==> config.mk <==
export PLATFORM = sky130hd
export DESIGN_NAME = bcd_out_port
export DESIGN_NICKNAME = d
export VERILOG_FILES = /design/src/rtl/bcd_port_pkg.sv /design/src/rtl/cycle_status_cap.sv /design/src/rtl/port_addr_match.sv /design/src/rtl/strobe_port_reg.sv /design/src/rtl/bcd_out_port.sv
export SDC_FILE = /design/constraint.sdc
export NUM_CORES = 1
export LEC_CHECK = 0
export ABC_AREA = 1
export BUFFER_PORTS_ARGS = -buffer_cell sky130_fd_sc_hd__clkbuf_2
export CAP_MARGIN = 20
export CORE_MARGIN = 5
export CORE_UTILIZATION = 43
export DETAILED_ROUTE_END_ITERATION = 7
export GPL_TIMING_DRIVEN = 1
export HOLD_SLACK_MARGIN = 0.05
export PLACE_DENSITY = 0.77
export SLEW_MARGIN = 10
export SYNTH_ARGS = -nofsm -noshare
export SYNTH_HDL_FRONTEND = slang
export SYNTH_SLANG_ARGS = --single-unit
==> constraint.sdc <==
create_clock -name clk -period 1 [get_ports clk]
set_input_delay 0.15 -clock clk [delete_from_list [all_inputs] [get_ports clk]]
set_output_delay 0.15 -clock clk [all_outputs]
set_load 0.005 [all_outputs]
==> src/rtl/bcd_port_pkg.sv <==
package bcd_port_pkg;
  localparam int STAT_OUT_BIT = 4;  // output-cycle flag, active high
  localparam int STAT_WO_BIT  = 1;  // write-output flag, active low
  localparam logic [7:0] STAT_IDLE = 8'h00;

  function automatic logic is_out_cycle(input logic [7:0] st);
    return st[STAT_OUT_BIT] & ~st[STAT_WO_BIT];
  endfunction
endpackage

==> src/rtl/cycle_status_cap.sv <==
module cycle_status_cap
  import bcd_port_pkg::*;
#(
  parameter int DATA_W = 8
) (
  input  logic              clk,
  input  logic              rst,
  input  logic              sync_i,
  input  logic [DATA_W-1:0] bus_i,
  output logic [DATA_W-1:0] stat_o,
  output logic              out_cyc_o
);
  logic [DATA_W-1:0] stat_q;

  always_ff @(posedge clk) begin
    if (rst)         stat_q <= DATA_W'(STAT_IDLE);
    else if (sync_i) stat_q <= bus_i;
  end

  assign stat_o    = stat_q;
  assign out_cyc_o = is_out_cycle(stat_q[7:0]);
endmodule

==> src/rtl/port_addr_match.sv <==
module port_addr_match #(
  parameter int          ADDR_W      = 8,
  parameter bit          FULL_DECODE = 1'b1,
  parameter logic [7:0]  PORT_ADDR   = 8'h27,
  parameter int          SEL_BIT     = 3,
  parameter bit          SEL_LEVEL   = 1'b1
) (
  input  logic [ADDR_W-1:0] addr_i,
  output logic              hit_o
);
  generate
    if (FULL_DECODE) begin : g_full
      assign hit_o = (addr_i == ADDR_W'(PORT_ADDR));
    end else begin : g_bit
      assign hit_o = (addr_i[SEL_BIT] == SEL_LEVEL);
    end
  endgenerate
endmodule

==> src/rtl/strobe_port_reg.sv <==
module strobe_port_reg #(
  parameter int DATA_W = 8
) (
  input  logic              clk,
  input  logic              rst,
  input  logic              wr_n_i,
  input  logic              qual_i,
  input  logic [DATA_W-1:0] bus_i,
  output logic [DATA_W-1:0] val_o
);
  logic              wr_n_q;
  logic              wr_done;
  logic [DATA_W-1:0] val_q;

  assign wr_done = wr_n_i & ~wr_n_q;

  always_ff @(posedge clk) begin
    if (rst) begin
      wr_n_q <= 1'b1;
      val_q  <= '0;
    end else begin
      wr_n_q <= wr_n_i;
      if (wr_done && qual_i) val_q <= bus_i;
    end
  end

  assign val_o = val_q;
endmodule

==> src/rtl/bcd_out_port.sv <==
module bcd_out_port #(
  parameter int         DATA_W      = 8,
  parameter int         ADDR_W      = 8,
  parameter bit         FULL_DECODE = 1'b1,
  parameter logic [7:0] PORT_ADDR   = 8'h27,
  parameter int         SEL_BIT     = 3,
  parameter bit         SEL_LEVEL   = 1'b1
) (
  input  logic              clk,
  input  logic              rst,
  input  logic              sync_i,
  input  logic [DATA_W-1:0] data_i,
  input  logic [ADDR_W-1:0] addr_i,
  input  logic              wr_n_i,
  output logic [DATA_W-1:0] port_o,
  output logic [3:0]        tens_o,
  output logic [3:0]        units_o
);
  localparam int NIB = DATA_W / 2;

  logic [DATA_W-1:0] stat_q;
  logic              out_cyc;
  logic              addr_hit;

  cycle_status_cap #(.DATA_W(DATA_W)) u_stat (
    .clk(clk), .rst(rst), .sync_i(sync_i), .bus_i(data_i),
    .stat_o(stat_q), .out_cyc_o(out_cyc)
  );

  port_addr_match #(
    .ADDR_W(ADDR_W), .FULL_DECODE(FULL_DECODE), .PORT_ADDR(PORT_ADDR),
    .SEL_BIT(SEL_BIT), .SEL_LEVEL(SEL_LEVEL)
  ) u_dec (
    .addr_i(addr_i), .hit_o(addr_hit)
  );

  strobe_port_reg #(.DATA_W(DATA_W)) u_reg (
    .clk(clk), .rst(rst), .wr_n_i(wr_n_i), .qual_i(out_cyc & addr_hit),
    .bus_i(data_i), .val_o(port_o)
  );

  assign tens_o  = port_o[DATA_W-1 -: NIB];
  assign units_o = port_o[NIB-1:0];
endmodule

Word level (Yosys, flattened, before mapping)
Cells that the tools add are included.
{"block": "word_totals", "reg_bits": 14}
{"block": "op_classes", "eq_ne": 1, "n_bitwise": 5, "n_reduce_logical": 1}
{"operator": "equality test 8 x 6 -> 1 bit, second input constant", "count": 1}
{"operator": "bitwise AND 1 bit", "count": 3}
{"operator": "NOT 1 bit", "count": 2}
{"operator": "logical AND 1 bit", "count": 1}

Logic depth before layout (Yosys ltp)
{"block": "depth", "depth_word": 4, "ltp_mapped": 8, "ltp_nobuf": 8}

Hierarchy
Synthesis repeated with hierarchy kept, for this count alone.
{"block": "hier_totals", "cells_unflattened": 127, "hier_area_um2": 838.3}
{"mod": "strobe_port_reg", "instances": 1, "cells_each": 54, "area_per_inst_um2": 377.9, "seq_area_each_um2": 180.2}
{"mod": "cycle_status_cap", "instances": 1, "cells_each": 53, "area_per_inst_um2": 352.8, "seq_area_each_um2": 160.2}
{"mod": "bcd_out_port", "instances": 1, "cells_each": 10, "area_per_inst_um2": 67.6, "seq_area_each_um2": 0.0}
{"mod": "port_addr_match", "instances": 1, "cells_each": 10, "area_per_inst_um2": 40.0, "seq_area_each_um2": 0.0}

Worst setup path before layout
No wires, ideal clock.
{"block": "synth_path", "path_type": "register -> register", "start": "register u_stat.stat_q[4] (netlist: u_stat.stat_o[4])", "end": "register u_reg.val_q[0] (netlist: u_reg.val_o[0])", "setup_ns": 0.110, "arrival_ns": 0.803, "required_time_ns": 0.890, "path_slack_ns": 0.087, "stages_incl_launch_ff": 8, "path_buffers": 0, "synth_period_minus_slack_ns": 0.913, "cell_sequence": "dfxtp_1 nand2_1 inv_1 nand2_1 nor2_4 nand3_1 nand2_1 nor2_2"}
{"block": "synth_via", "elab_chain_cells": 3}
{"item": "from (decl)", "line_no": "cycle_status_cap.sv:13", "text": "logic [DATA_W-1:0] stat_q;"}
{"item": "from (signal assigned)", "line_no": "cycle_status_cap.sv:16", "text": "if (rst) stat_q <= DATA_W'(STAT_IDLE);"}
{"item": "from (signal assigned)", "line_no": "cycle_status_cap.sv:17", "text": "else if (sync_i) stat_q <= bus_i;"}
{"item": "bitwise AND 1 bit", "line_no": "bcd_port_pkg.sv:7", "text": "return st[STAT_OUT_BIT] & ~st[STAT_WO_BIT];"}
{"item": "bitwise AND 1 bit", "line_no": "bcd_out_port.sv:38", "text": ".clk(clk), .rst(rst), .wr_n_i(wr_n_i), .qual_i(out_cyc & addr_hit),"}
{"item": "logical AND 1 bit", "line_no": "strobe_port_reg.sv:23", "text": "if (wr_done && qual_i) val_q <= bus_i;"}
{"item": "to (signal assigned)", "line_no": "strobe_port_reg.sv:23"}
{"item": "to (decl)", "line_no": "strobe_port_reg.sv:13", "text": "logic [DATA_W-1:0] val_q;"}
No other way between the ends.
A chain may end at the register's enable or synchronous reset.

Worst setup path in the final report
{"block": "layout_path", "start": "register u_reg.wr_n_q", "end": "register u_reg.val_q[7] (netlist: u_reg.val_o[7])"}
{"block": "layout_via", "elab_chain_cells": 3}
{"item": "from (decl)", "line_no": "strobe_port_reg.sv:11", "text": "logic wr_n_q;"}
{"item": "from (signal assigned)", "line_no": "strobe_port_reg.sv:22", "text": "wr_n_q <= wr_n_i;"}
{"item": "NOT 1 bit", "line_no": "strobe_port_reg.sv:15", "text": "assign wr_done = wr_n_i & ~wr_n_q;"}
{"item": "bitwise AND 1 bit", "line_no": "strobe_port_reg.sv:15"}
{"item": "logical AND 1 bit", "line_no": "strobe_port_reg.sv:23"}
No other way between the ends.

==> summary.txt <==
Hold path
  • Worst Hold End: u_stat.stat_o[4]
  • Hold Path Depth: 2
  • Worst Min Path Start: sync_i
  • Hold crit path type: primary input to register

Final layout
  • Non-filler cells, final: 148
  • Flip-flop and latch area: 223 sq um
  • Fill cells: 154
  • Ant diodes: 0
  • Final nets: 153
  • Area delta synth->final: 25.3%
  • Share of post-route cells with drive strength above 1: 0.462
  • Multi-input combinational cell area: 285 sq um

Logic synthesis
  • Register area share after synthesis: 0.325
  • Largest cells by area after synthesis: dfxtp_1 (32%), inv_1 (17%), nand2_1 (11%)
  • Main synth FF type: dfxtp_1
  • Number of synthesized flops with an enable pin: 0
  • Syn. warnings: 0
  • Synth top area share: 0.325
  • Area leader, netlist: dfxtp_1
  • Syn Std Cell Area: 678 sq um
  • Seq cells post-synth: 11
  • Synth Net Count: 121
  • Syn_area_per_cell: 6.71 sq um
  • Top-count cell post-synth: inv_1
  • Post-synth top cells: inv_1 (30), nand2_1 (20), dfxtp_1 (11)
  • Post-synthesis cell type count: 17
  • Asr flop ratio synth: 0
  • Cell count after synthesis: 101

Floorplan
  • Rows: 14
  • Initial Utilization: 0.450
  • Die ar.: 2470 sq um
  • Core box area: 1510 sq um
  • Die Span Y: 49.7 microns
  • # IOs: 36
  • Die Wd: 49.7 microns

CTS
  • Root Buffer: clkbuf_4
  • H-Tree Level Count: 1
  • Clock sink count: 11
  • Worst skew pair latency: 260 ps
  • Postcts setup bufs: 0
  • CTS tree: built
  • Max clock buf depth: 2
  • Total CTS buffers: 3
  • Hold Buf Count CTS: 0
  • Worst-path clk slew: 70 ps

Worst setup path
  • Flop2flop setup slack: 7 ps
  • Worst R2R Start: u_reg.wr_n_q
  • FF-to-FF End: u_reg.val_o[7]
  • Worst path max stage delay: 300 ps
  • Worst path buffer plus inverter count: 0
  • CP required: 1170 ps
  • CP Class: register to register
  • Critical Path Stages: 6
  • Crit end category: register
  • Worst Setup Start Kind: register
  • R2R cell count: 6
  • Most used cell, CP: nand2_1
  • Critical-path maximum fanout: 8
  • Crit path max-delay family: simple AND/OR/NAND/NOR gates
  • Critical Path AT: 1160 ps
  • Cells along the critical path: nor2_1 > nand2_1 > nor2_4 > nand3_1 > nand2_1 > nor2_2
  • Slowest CP cell: dfxtp_1

Timing
  • Setup Viol. Count Final: 0
  • Fin. Hold Viols: 0
  • RSZ-0062 raised after global routing: true
  • Worst slew pin tran: 246 ps
  • Slew margin rel.: 0.835
  • Worst hold slack: 90.9 ps
  • Final worst-path cycle share: 0.993
  • Tmin final: 993 ps
  • Pins Over Slew Limit: 0
  • Fmax: 1.01 GHz
  • Setup Skew: 0.273 ps

Power and ir drop
  • Sequential share of power: 0.528
  • P per Cell Area: 1010 nW/um^2
  • Switching share of power: 0.242
  • Leak pwr: 0.507 nW
  • Clock share of power: 0.351
  • Worst IR drop on VDD: 0.551 mV
  • Internal power: 0.000648 W
  • P_sw: 0.000207 W
  • Logic gate share of total power: 0.121

Drt
  • Vias post-DR: 615
  • First-pass DRT Iterations: 3
  • Final WL: 1300 microns
  • DRT iter0 DRCs: 5
  • Post-route ant nets: 0
  • Vias per cell: 4.16
  • Routed WL per cell: 8.80 microns
  • DRC: 0

GRT
  • Grt ovf: 0
  • Wire length of the first global-routing pass: 2240 microns
  • Initial antenna violation count: 0
  • All-Layer GR Usage: 0.114
  • Largest net degree at the start of global routing: 11
  • Number of global-route vias before repair: 531

Placement
  • DP Cell Count: 144
  • Final HPWL DP: 1060 microns
  • RD Place Congestion: 0.749
  • I/O Buffers: 35

Outcome
  • Outcome: complete, no violations

Flow run
  • MaxCap Viol Count: 0
worst max path at each step:
stage | startpoint | to | slack [ps]
floorplan | u_stat.stat_o[4] | u_reg.val_o[0] | 90
global placement | u_stat.stat_o[4] | u_reg.val_o[4] | 30
detailed placement | u_stat.stat_o[4] | u_reg.val_o[4] | -6
CTS | u_stat.stat_o[4] | u_reg.val_o[7] | 1
global route | u_reg.wr_n_q | u_reg.val_o[5] | -110
finish | u_reg.wr_n_q | u_reg.val_o[7] | 7
sequential cells by signal, summed over array words and instances (netlist names):
register,count
u_reg.val_o,8
u_reg.wr_n_q,1
u_stat.stat_o,2
power groups by stage:
stage | clock network (W) | logic (W) | registers [W]
2_1_floorplan | 0 | 0.0000554 | 0.000458
3_3_place_gp | 0 | 0.000100 | 0.000459
3_5_place_dp | 0 | 0.000102 | 0.000459
4_1_cts | 0.000312 | 0.000105 | 0.000451
5_1_grt | 0.000336 | 0.000119 | 0.000452
6_report | 0.000300 | 0.000104 | 0.000451
placed cells by master (no fill, tap or decap), types with 3 or more instances in the layout:
| master | count |
|---|---|
| clkbuf_2 | 35 |
| nor2_2 | 10 |
| nand2_2 | 4 |
| nand2_1 | 18 |
| inv_1 | 29 |
| nand3_1 | 8 |
| clkbuf_4 | 3 |
| dfxtp_1 | 9 |
area by class of cell:
class                      count  area share
multi-input combinational     50       0.336
sequential                    11       0.262
timing repair buffer          35       0.206
inverter                      32       0.141
clock buffer                   4      0.0309
tap                           16      0.0236
through the flow:
| stage | setup TNS, ps | area, sq um | util | setup WS (ps) | power (W) |
|---|---|---|---|---|---|
| 2_1_floorplan | 0 | 678 | - | 87.3 | 0.000514 |
| 3_3_place_gp | 0 | 813 | 0.540 | 27.8 | 0.000559 |
| 3_5_place_dp | -14.6 | 813 | 0.540 | -5.59 | 0.000561 |
| 4_1_cts | 0 | 850 | 0.564 | 1.33 | 0.000868 |
| 5_1_grt | -728 | 850 | 0.564 | -110 | 0.000908 |
| 6_report | 0 | 850 | 0.564 | 7.45 | 0.000855 |
logic make-up (layout without fill, tap and decap cells):
group,Yosys count,count (layout),synth area share
compound gates,4,4,0.0295
buf+inv,40,71,0.266
flops,11,11,0.325
simple gates,46,46,0.380
layer usage:
layer  part of all wire  global-route usage  vias to the layer above
li1                   -                   -                      342
met1               0.42               0.142                      252
met2               0.49               0.176                       19
met3              0.078              0.0301                        2
met4             0.0077              0.0655                        0
met5                  0                   0                        -
repair_timing:
item | 4_1_cts | 5_1_grt
endpoints found under the setup margin | 8 | 8
pin swaps | 3 | 2
gates resized for setup | 6 | 0
No activity file was read; power rests on OpenSTA's default activity.
